[src/rtl/cid_pkg.sv]
package cid_pkg;

  typedef enum logic {
    EDGE_RISE = 1'b0,
    EDGE_FALL = 1'b1
  } edge_kind_e;

  typedef struct packed {
    logic ring_start;
    logic carrier_end;
    logic carrier_on;
    logic window_on;
  } cid_evt_t;

endpackage

[src/rtl/cid_sync.sv]
module cid_sync #(
  parameter int   STAGES    = 2,
  parameter logic RESET_VAL = 1'b1
) (
  input  logic clk,
  input  logic rst,
  input  logic async_i,
  output logic sync_o
);

  logic [STAGES-1:0] chain_q;

  always_ff @(posedge clk) begin
    if (rst) chain_q[0] <= RESET_VAL;
    else     chain_q[0] <= async_i;
  end

  generate
    for (genvar s = 1; s < STAGES; s++) begin : g_stage
      always_ff @(posedge clk) begin
        if (rst) chain_q[s] <= RESET_VAL;
        else     chain_q[s] <= chain_q[s-1];
      end
    end
  endgenerate

  assign sync_o = chain_q[STAGES-1];

endmodule

[src/rtl/cid_edge.sv]
module cid_edge
  import cid_pkg::*;
#(
  parameter edge_kind_e KIND      = EDGE_FALL,
  parameter logic       RESET_VAL = 1'b1
) (
  input  logic clk,
  input  logic rst,
  input  logic level_i,
  output logic pulse_o
);

  logic prev_q;

  always_ff @(posedge clk) begin
    if (rst) prev_q <= RESET_VAL;
    else     prev_q <= level_i;
  end

  generate
    if (KIND == EDGE_FALL) begin : g_fall
      assign pulse_o = prev_q & ~level_i;
    end else begin : g_rise
      assign pulse_o = ~prev_q & level_i;
    end
  endgenerate

endmodule

[src/rtl/cid_window_timer.sv]
module cid_window_timer #(
  parameter int unsigned WIN_CYCLES = 20
) (
  input  logic clk,
  input  logic rst,
  input  logic trig_i,
  output logic active_o
);

  localparam int CNT_W = $clog2(WIN_CYCLES + 1);
  localparam logic [CNT_W-1:0] LOAD_VAL = CNT_W'(WIN_CYCLES);

  logic [CNT_W-1:0] cnt_q;

  always_ff @(posedge clk) begin
    if (rst)               cnt_q <= '0;
    else if (trig_i)       cnt_q <= LOAD_VAL;
    else if (cnt_q != '0)  cnt_q <= cnt_q - CNT_W'(1);
  end

  assign active_o = (cnt_q != '0);

  assert_reload_R4: assert property (@(posedge clk) disable iff (rst)
    trig_i |=> cnt_q == LOAD_VAL);

  assert_countdown_R3: assert property (@(posedge clk) disable iff (rst)
    (cnt_q != '0 && !trig_i) |=> cnt_q == $past(cnt_q) - CNT_W'(1));

endmodule

[src/rtl/cid_relay_ctl.sv]
module cid_relay_ctl
  import cid_pkg::*;
(
  input  logic     clk,
  input  logic     rst,
  input  cid_evt_t evt_i,
  output logic     engage_o
);

  logic armed_q;

  // A ring start outranks a carrier end that arrives in the same cycle.
  always_ff @(posedge clk) begin
    if (rst)                    armed_q <= 1'b0;
    else if (evt_i.ring_start)  armed_q <= 1'b1;
    else if (evt_i.carrier_end) armed_q <= 1'b0;
  end

  assign engage_o = armed_q & evt_i.carrier_on & evt_i.window_on;

  assert_arm_wins_R9: assert property (@(posedge clk) disable iff (rst)
    evt_i.ring_start |=> armed_q);

  assert_disarm_R6: assert property (@(posedge clk) disable iff (rst)
    (evt_i.carrier_end && !evt_i.ring_start) |=> !armed_q);

endmodule

[src/rtl/cid_ring_seq.sv]
module cid_ring_seq
  import cid_pkg::*;
#(
  parameter int unsigned WIN_CYCLES  = 2_000_000_000,
  parameter int          SYNC_STAGES = 2
) (
  input  logic clk,
  input  logic rst,
  input  logic ring_n_i,
  input  logic carrier_n_i,
  output logic pwdn_o,
  output logic relay_o
);

  logic ring_s, car_s;
  logic ring_fall, car_rise;
  logic win_active;
  logic engage;
  cid_evt_t evt;

  cid_sync #(.STAGES(SYNC_STAGES), .RESET_VAL(1'b1)) u_sync_ring (
    .clk(clk), .rst(rst), .async_i(ring_n_i), .sync_o(ring_s));

  cid_sync #(.STAGES(SYNC_STAGES), .RESET_VAL(1'b1)) u_sync_car (
    .clk(clk), .rst(rst), .async_i(carrier_n_i), .sync_o(car_s));

  cid_edge #(.KIND(EDGE_FALL), .RESET_VAL(1'b1)) u_edge_ring (
    .clk(clk), .rst(rst), .level_i(ring_s), .pulse_o(ring_fall));

  cid_edge #(.KIND(EDGE_RISE), .RESET_VAL(1'b1)) u_edge_car (
    .clk(clk), .rst(rst), .level_i(car_s), .pulse_o(car_rise));

  cid_window_timer #(.WIN_CYCLES(WIN_CYCLES)) u_timer (
    .clk(clk), .rst(rst), .trig_i(ring_fall), .active_o(win_active));

  assign evt.ring_start  = ring_fall;
  assign evt.carrier_end = car_rise;
  assign evt.carrier_on  = ~car_s;
  assign evt.window_on   = win_active;

  cid_relay_ctl u_relay (
    .clk(clk), .rst(rst), .evt_i(evt), .engage_o(engage));

  always_ff @(posedge clk) begin
    if (rst) begin
      pwdn_o  <= 1'b1;
      relay_o <= 1'b0;
    end else begin
      pwdn_o  <= ~win_active;
      relay_o <= engage;
    end
  end

  assert_relay_in_window_R7: assert property (@(posedge clk) disable iff (rst)
    relay_o |-> !pwdn_o);

  assert_engage_needs_carrier_R5: assert property (@(posedge clk) disable iff (rst)
    $rose(relay_o) |-> $past(~car_s));

  assert_ring_powers_up_R2: assert property (@(posedge clk) disable iff (rst)
    ring_fall |-> ##2 !pwdn_o);

endmodule

[config.mk]
export PLATFORM = sky130hd
export DESIGN_NAME = cid_ring_seq
export DESIGN_NICKNAME = d
export VERILOG_FILES = /design/src/rtl/cid_pkg.sv /design/src/rtl/cid_sync.sv /design/src/rtl/cid_edge.sv /design/src/rtl/cid_window_timer.sv /design/src/rtl/cid_relay_ctl.sv /design/src/rtl/cid_ring_seq.sv
export SDC_FILE = /design/constraint.sdc
export NUM_CORES = 1
export LEC_CHECK = 0
export BUFFER_PORTS_ARGS = -buffer_cell sky130_fd_sc_hd__buf_4
export CORE_ASPECT_RATIO = 0.6
export CORE_MARGIN = 2
export CORE_UTILIZATION = 55
export DETAILED_ROUTE_END_ITERATION = 12
export HOLD_SLACK_MARGIN = 0.1
export PLACE_DENSITY = 0.75
export SLEW_MARGIN = 20
export SYNTH_ARGS = -nofsm -noshare
export SYNTH_HDL_FRONTEND = slang
export SYNTH_SLANG_ARGS = --single-unit
[constraint.sdc]
create_clock -name clk -period 2.1 [get_ports clk]
set_input_delay 0.21 -clock clk [delete_from_list [all_inputs] [get_ports clk]]
set_output_delay 0.21 -clock clk [all_outputs]
set_load 0.02 [all_outputs]
=== Word-level counts from Yosys, hierarchy flattened ===
Cells that the tools add are included.

* Flip-flop bits (word level): 40
* Bits in latches: 0
* Bits in writable memories: 0
* Memory bits (read-only): 0
* Input port bits: 4
* Output and inout bits: 2
* Logic and storage cells: 28
* Memories: 0

* Add/sub/neg operators: 1
* Multiply operators: 0
* Divide/modulo/power cells: 0
* Order comparisons: 0
* Equality and inequality tests: 0
* Shift operators: 0
* Multiplexer cells: 4
* Bitwise logic cells: 8
* Reduce and logical (&&, ||, !) cells: 4

{| class="wikitable"
|+ Operator list
! cell !! count
|-
| two-way mux 31 bit || 2
|-
| nonzero test 31 bit || 1
|-
| subtractor 31 x 1 -> 31 bit, second input constant || 1
|-
| AND 1 bit || 4
|-
| inverter 1 bit || 4
|-
| nonzero test 2 bit || 2
|-
| two-way mux 1 bit || 2
|-
| OR reduction 2 bit || 1
|}

=== Longest topological paths before layout ===
* Word-level depth: 4
* Gate-level depth with buffers: 7
* Depth with buffers taken out: 6

=== By module ===
A second synthesis with hierarchy kept.

* Cells, all modules: 210
* Area, all modules: 1825.5 um^2

{| class="wikitable"
|+ Modules (own cells, without submodules)
! module !! times used !! cells each !! area an instance (um^2) !! sequential area each (um^2)
|-
| cid_window_timer || 1 || 186 || 1551.5 || 620.6
|-
| cid_sync || 2 || 4 || 52.6 || 40.0
|-
| cid_ring_seq || 1 || 5 || 56.3 || 40.0
|-
| cid_relay_ctl || 1 || 5 || 45.0 || 20.0
|-
| cid_edge at u_edge_ring || 1 || 3 || 35.0 || 20.0
|-
| cid_edge at u_edge_car || 1 || 3 || 32.5 || 20.0
|}

=== Worst setup path after synthesis ===
No wires, ideal clock.

* Path type: flip-flop to flip-flop
* Start: register u_timer.cnt_q[22]
* End: register u_timer.cnt_q[28]
* Setup time: 103 ps
* Data arrival time: 1984 ps
* Required time: 1997 ps
* Path slack: 12 ps
* Stages on the path, launching flop included: 7
* Buffers on the path: 1
* Clock period less this slack: 2088 ps
* Path through: dfxtp_1 > or4_4 > nand4bb_4 > buf_6 > o311ai_4 > nor4_1 > a2111oi_2

* Cells in the longest elaborated chain, start to end: 3
* Elaborated cells on any way between the ends: 5
* Those cells by class: 1 x add/sub; 2 x mux; 2 x reduce/logical

{| class="wikitable"
|+ RTL lines
! element !! RTL line !! source
|-
| from (decl) || cid_window_timer.sv:13 || <nowiki>logic [CNT_W-1:0] cnt_q;</nowiki>
|-
| from (signal assigned) || cid_window_timer.sv:18 || <nowiki>else if (cnt_q != '0) cnt_q <= cnt_q - CNT_W'(1);</nowiki>
|-
| subtractor 31 x 1 -> 31 bit || cid_window_timer.sv:18 ||
|-
| two-way mux 31 bit || cid_window_timer.sv:18 ||
|-
| two-way mux 31 bit || cid_window_timer.sv:17 || <nowiki>else if (trig_i) cnt_q <= LOAD_VAL;</nowiki>
|}

Several ways; a longest one is shown, not always the timed one. The select of a mux whose other input is x is not followed.
A chain may end at the register's enable or synchronous reset.

=== Final worst setup path ===
* Start: register u_timer.cnt_q[23]
* End: register u_timer.cnt_q[0]

* Cells in the longest elaborated chain, start to end: 1

{| class="wikitable"
|+ RTL lines
! element !! RTL line
|-
| nonzero test 31 bit || cid_window_timer.sv:18
|}

No other way between the ends.

==> results summary <==
The flow ran to the end, and the final reports show no timing, DRC or antenna violations. The part of the cycle the worst path needs came out at 99.25%. The critical path ends at u_timer.cnt_q[0]. The required time at the endpoint of the critical path is about 2.3 ns.

The number of global-route vias before repair is 1614. The number of hold-slack violations in the final timing report came out at 0. The post-synthesis net count is 212. The boundary pin count is 6. TritonCTS built the clock tree. The signal on the critical path passes through or4_4, nand4bb_4, buf_6, or3_4, xnor2_1, nor2_1. The synthesis warning total is 0.

The worst clock skew on the final layout came out at 0.007540 ns. The synthesis-to-layout area growth came out at 23.86%. The area of the die is 4004 um^2. The type of the setup path with the least slack is flop to flop. STA classifies the critical path startpoint as a flop. The total number of placement rows is 16.

For this run, the top clock speed supported by timing is 0.4798 GHz. The share of post-route cells with drive strength above 1 came out at around a third. The slowest stage of the critical path is the or4_4 cell.

The post-synthesis average cell area is 9.296 um^2. The largest vdd supply drop is approximately 980 uV. For this run, the total global-route usage over all layers was measured as 24.58%.

The post-layout minimum cycle time came out at 2.084 ns. The total number of vias is 1702. The multi-input combinational cell area is 1135 um^2. The startpoint identified for the worst register-to-register timing path is u_timer.cnt_q[23]. STA classifies the critical path endpoint as a flop. The worst slew slack as a fraction of its limit is 60.36%.

The type of the worst min-delay path is input pin to flop. Once the floorplan was initialized, standard cells occupied around three fifths of the core. The area of placed instances is 2165 um^2. The slack of the worst reg-to-reg path came out at 0.02 ns. The count of buffering cells on the critical path with inverters included is 1. Measured on the finished design, the core utilization comes to 72.16%. Along the worst path, the maximum fanout reaches 6. The reg-to-reg critical path endpoint is u_timer.cnt_q[0]. The total of endpoints with negative setup slack in the final report is 0.

The clock transition at the registers of the reported paths came out at ~0.080 ns. The final routed wire length divided by cell count is 16.10 um. The finished layout cell area came out at about 2400 um^2. The path length in cells of the critical path is 6. Counting the buffers created by CTS gives 5. After technology mapping, the gate count stands at a little over 200.

Setup repair after global routing could not meet its margin everywhere. The die is 49.82 um tall. The layout has 242 filler cells. The HPWL after detailed placement is between 3000 and 4000 um.

The cell sitting at the root of the clock tree is a clkbuf_8. The wire length of the first global-routing pass came out at 7362 um. The largest net degree at the start of global routing came out at 24. The kind of cell with the highest combined delay on the critical path is simple AND/OR/NAND/NOR gates. The leakage power of the design is ~0.91 nW. The largest stage delay on the critical path is between 0.5 and 0.6 ns.

The clock network latency to the later pin of the worst-skew pair is 0.30 ns. The tool flagged a number of max-cap violations equal to 0. The maximum number of buffers from clock root to sink came out at 2. In this run the power density over the cells is 1901 nW/um^2. The residual overflow from global routing came out at 0. The count of inserted antenna diode cells is 0. The worst reg2reg path depth came out at 6. The floorplan core area is between 3000 and 4000 um^2. After synthesis, flip-flops and latches occupy 41.61% of the total area. The via-per-instance ratio is 5.951. In the final timing run, aggregate negative setup slack is 0 ns. At the pin with the least slew margin, the transition time is approximately 0.59 ns.

The synthesized area came out at 1924 um^2. The flip-flop and latch count after synthesis is 40. The sequential cell area came out at 805.8 um^2.

In this run the worst setup path begins at u_timer.cnt_q[23]. The number of distinct standard cells referenced by the synthesized netlist came out at between 40 and 50. The max-slew violation count is 0. The remaining antenna violation count after routing is 0.

In this run the horizontal extent of the chip is 80.37 um. The number of detailed-routing iterations run before antenna repair is 4. The initial antenna violation count is 0. The residual DRC count is 0. The violation count after the first detailed-route iteration is slightly above 80. The number of clock sinks is 40.

During placement, the flow inserted port buffers numbering 5. The weighted congestion at the end of routability-driven global placement is 0.8372. Data arrives at the worst endpoint at 2.28 ns.

The aggregate routed wire length is 4605 um. The H-tree depth came out at 2. The number of nets in the layout is 245.
## cells in the final DEF (no fill, tap or decap), drive strengths merged, types with 5 or more instances in the layout
cell type,netlist,layout
or2,6,6
o21ai,6,6
clkbuf,4,5
or4,10,10
a21oi,15,15
nor3,9,9
nand2,5,5
buf,3,31
o31ai,9,9
dfxtp,40,40
nor4,5,5
nor2,29,29
xor2,8,8
or3,11,11
nand3,5,5
## sequential cells by signal, indices dropped and copies added (netlist names)
register	count
relay_o	1
u_edge_ring.prev_q	1
u_edge_car.prev_q	1
u_sync_car.chain_q	1
u_sync_car.sync_o	1
u_sync_ring.chain_q	1
u_sync_ring.sync_o	1
u_timer.cnt_q	31
pwdn_o	1
u_relay.armed_q	1
## worst register-to-register path: cells and delay by family (launching register included)
family / cells / cell delay [ns]
buffers and inverters: 1 / 0.20
and+or+nand+nor: 4 / 1.31
DFF: 1 / 0.34
xor gates and xnor gates: 1 / 0.14
## final cells by class
type	count	share of cell area, %
Inverter	4	0.6299
Sequential cell	40	33.81
Timing Repair Buffer	33	10.92
Clock buffer	5	2.887
Tap cell	45	2.362
Clock inverter	3	1.785
Multi-Input combinational cell	156	47.61
## per-stage QoR
stage | std cells | hold WS, ns | power [W] | setup slack, ns
finish | 286 | 0.2480 | 0.004532 | 0.01585
global route | 286 | 0.2723 | 0.004820 | -0.08665
detailed placement | 275 | 0.3975 | 0.003580 | -0.06819
CTS | 286 | 0.2371 | 0.004273 | 0.0004476
floorplan | 207 | 0.2980 | 0.002767 | 0.01246
global placement | 275 | 0.3918 | 0.003465 | -0.006731
## where the power goes
part | switching (W) | total (W) | leakage, nW | internal [W]
Combinational | 0.00138 | 0.00265 | 0.527 | 0.00126
Sequential | 0.000273 | 0.00125 | 0.330 | 0.000981
Clock | 0.000280 | 0.000632 | 0.0541 | 0.000351
Total | 0.00194 | 0.00453 | 0.911 | 0.00259
## routing by layer
layer | routed length, um | up-vias | global-route usage [%]
met5 | 0 | - | 0
met4 | 82 | 0 | 11.58
met3 | 193 | 10 | 5.495
met2 | 2194 | 30 | 39.03
met1 | 2135 | 819 | 31.78
li1 | - | 843 | -
## worst min-delay path by stage
stage	from	endpoint	slack, ns	depth (start not counted)
2_1_floorplan	rst	u_edge_car.prev_q	0.30	2
3_3_place_gp	u_sync_car.chain_q[0]	u_sync_car.sync_o	0.39	1
3_5_place_dp	u_sync_car.chain_q[0]	u_sync_car.sync_o	0.40	1
4_1_cts	rst	u_relay.armed_q	0.24	2
5_1_grt	rst	u_timer.cnt_q[28]	0.27	2
6_report	rst	u_relay.armed_q	0.25	2
## kinds of logic (layout without fill, tap and decap cells)
logic type / after synthesis / count (layout) / synth area share (%)
buffers and inverters: 11 / 45 / 2.925
xor gates and xnor gates: 11 / 11 / 5.007
AOI/OAI and AO/OA: 52 / 52 / 21.20
and+or+nand+nor: 92 / 92 / 28.61
DFF: 40 / 40 / 41.61
adders and majority gates: 1 / 1 / 0.6501
## cells in the mapped netlist, drive strengths merged
library cell,n,area (um^2)
a31o,1,8.760
clkbuf,4,15.01
nand4,1,6.260
and2,1,6.260
nor2,29,108.9
buf,3,26.27
xnor2,3,26.28
nand4bb,1,27.53
o311ai,4,70.07
a2111oi,1,15.01
a41o,2,20.02
or2,6,37.54
or4,10,81.33
and4,2,17.52
nor3,9,50.05
or3,11,75.07
o31ai,9,81.33
nand2,5,18.77
o211a,2,20.02
dfxtp,40,800.8
a21oi,15,75.07
nor2b,1,6.260
nand2b,4,25.02
o21ai,6,30.03
nand3,5,25.02
o31a,1,8.760
ha,1,12.51
o41ai,1,8.760
a211oi,4,30.03
and3,2,12.51
xor2,8,70.07
nor4,5,52.55
o211ai,2,15.01
a31oi,4,25.02
inv,4,15.01
## what timing repair did
| action | CTS | global route |
|---|---|---|
| setup endpoints to repair | 7 | 18 |
| hold buffers | 2 | 0 |
| hold endpoints to repair | 2 | 0 |
| resized for setup | 3 | 21 |
| pin swaps | 1 | 3 |
| buffers inserted | 1 | 0 |
No activity file was read; power rests on OpenSTA's default activity.
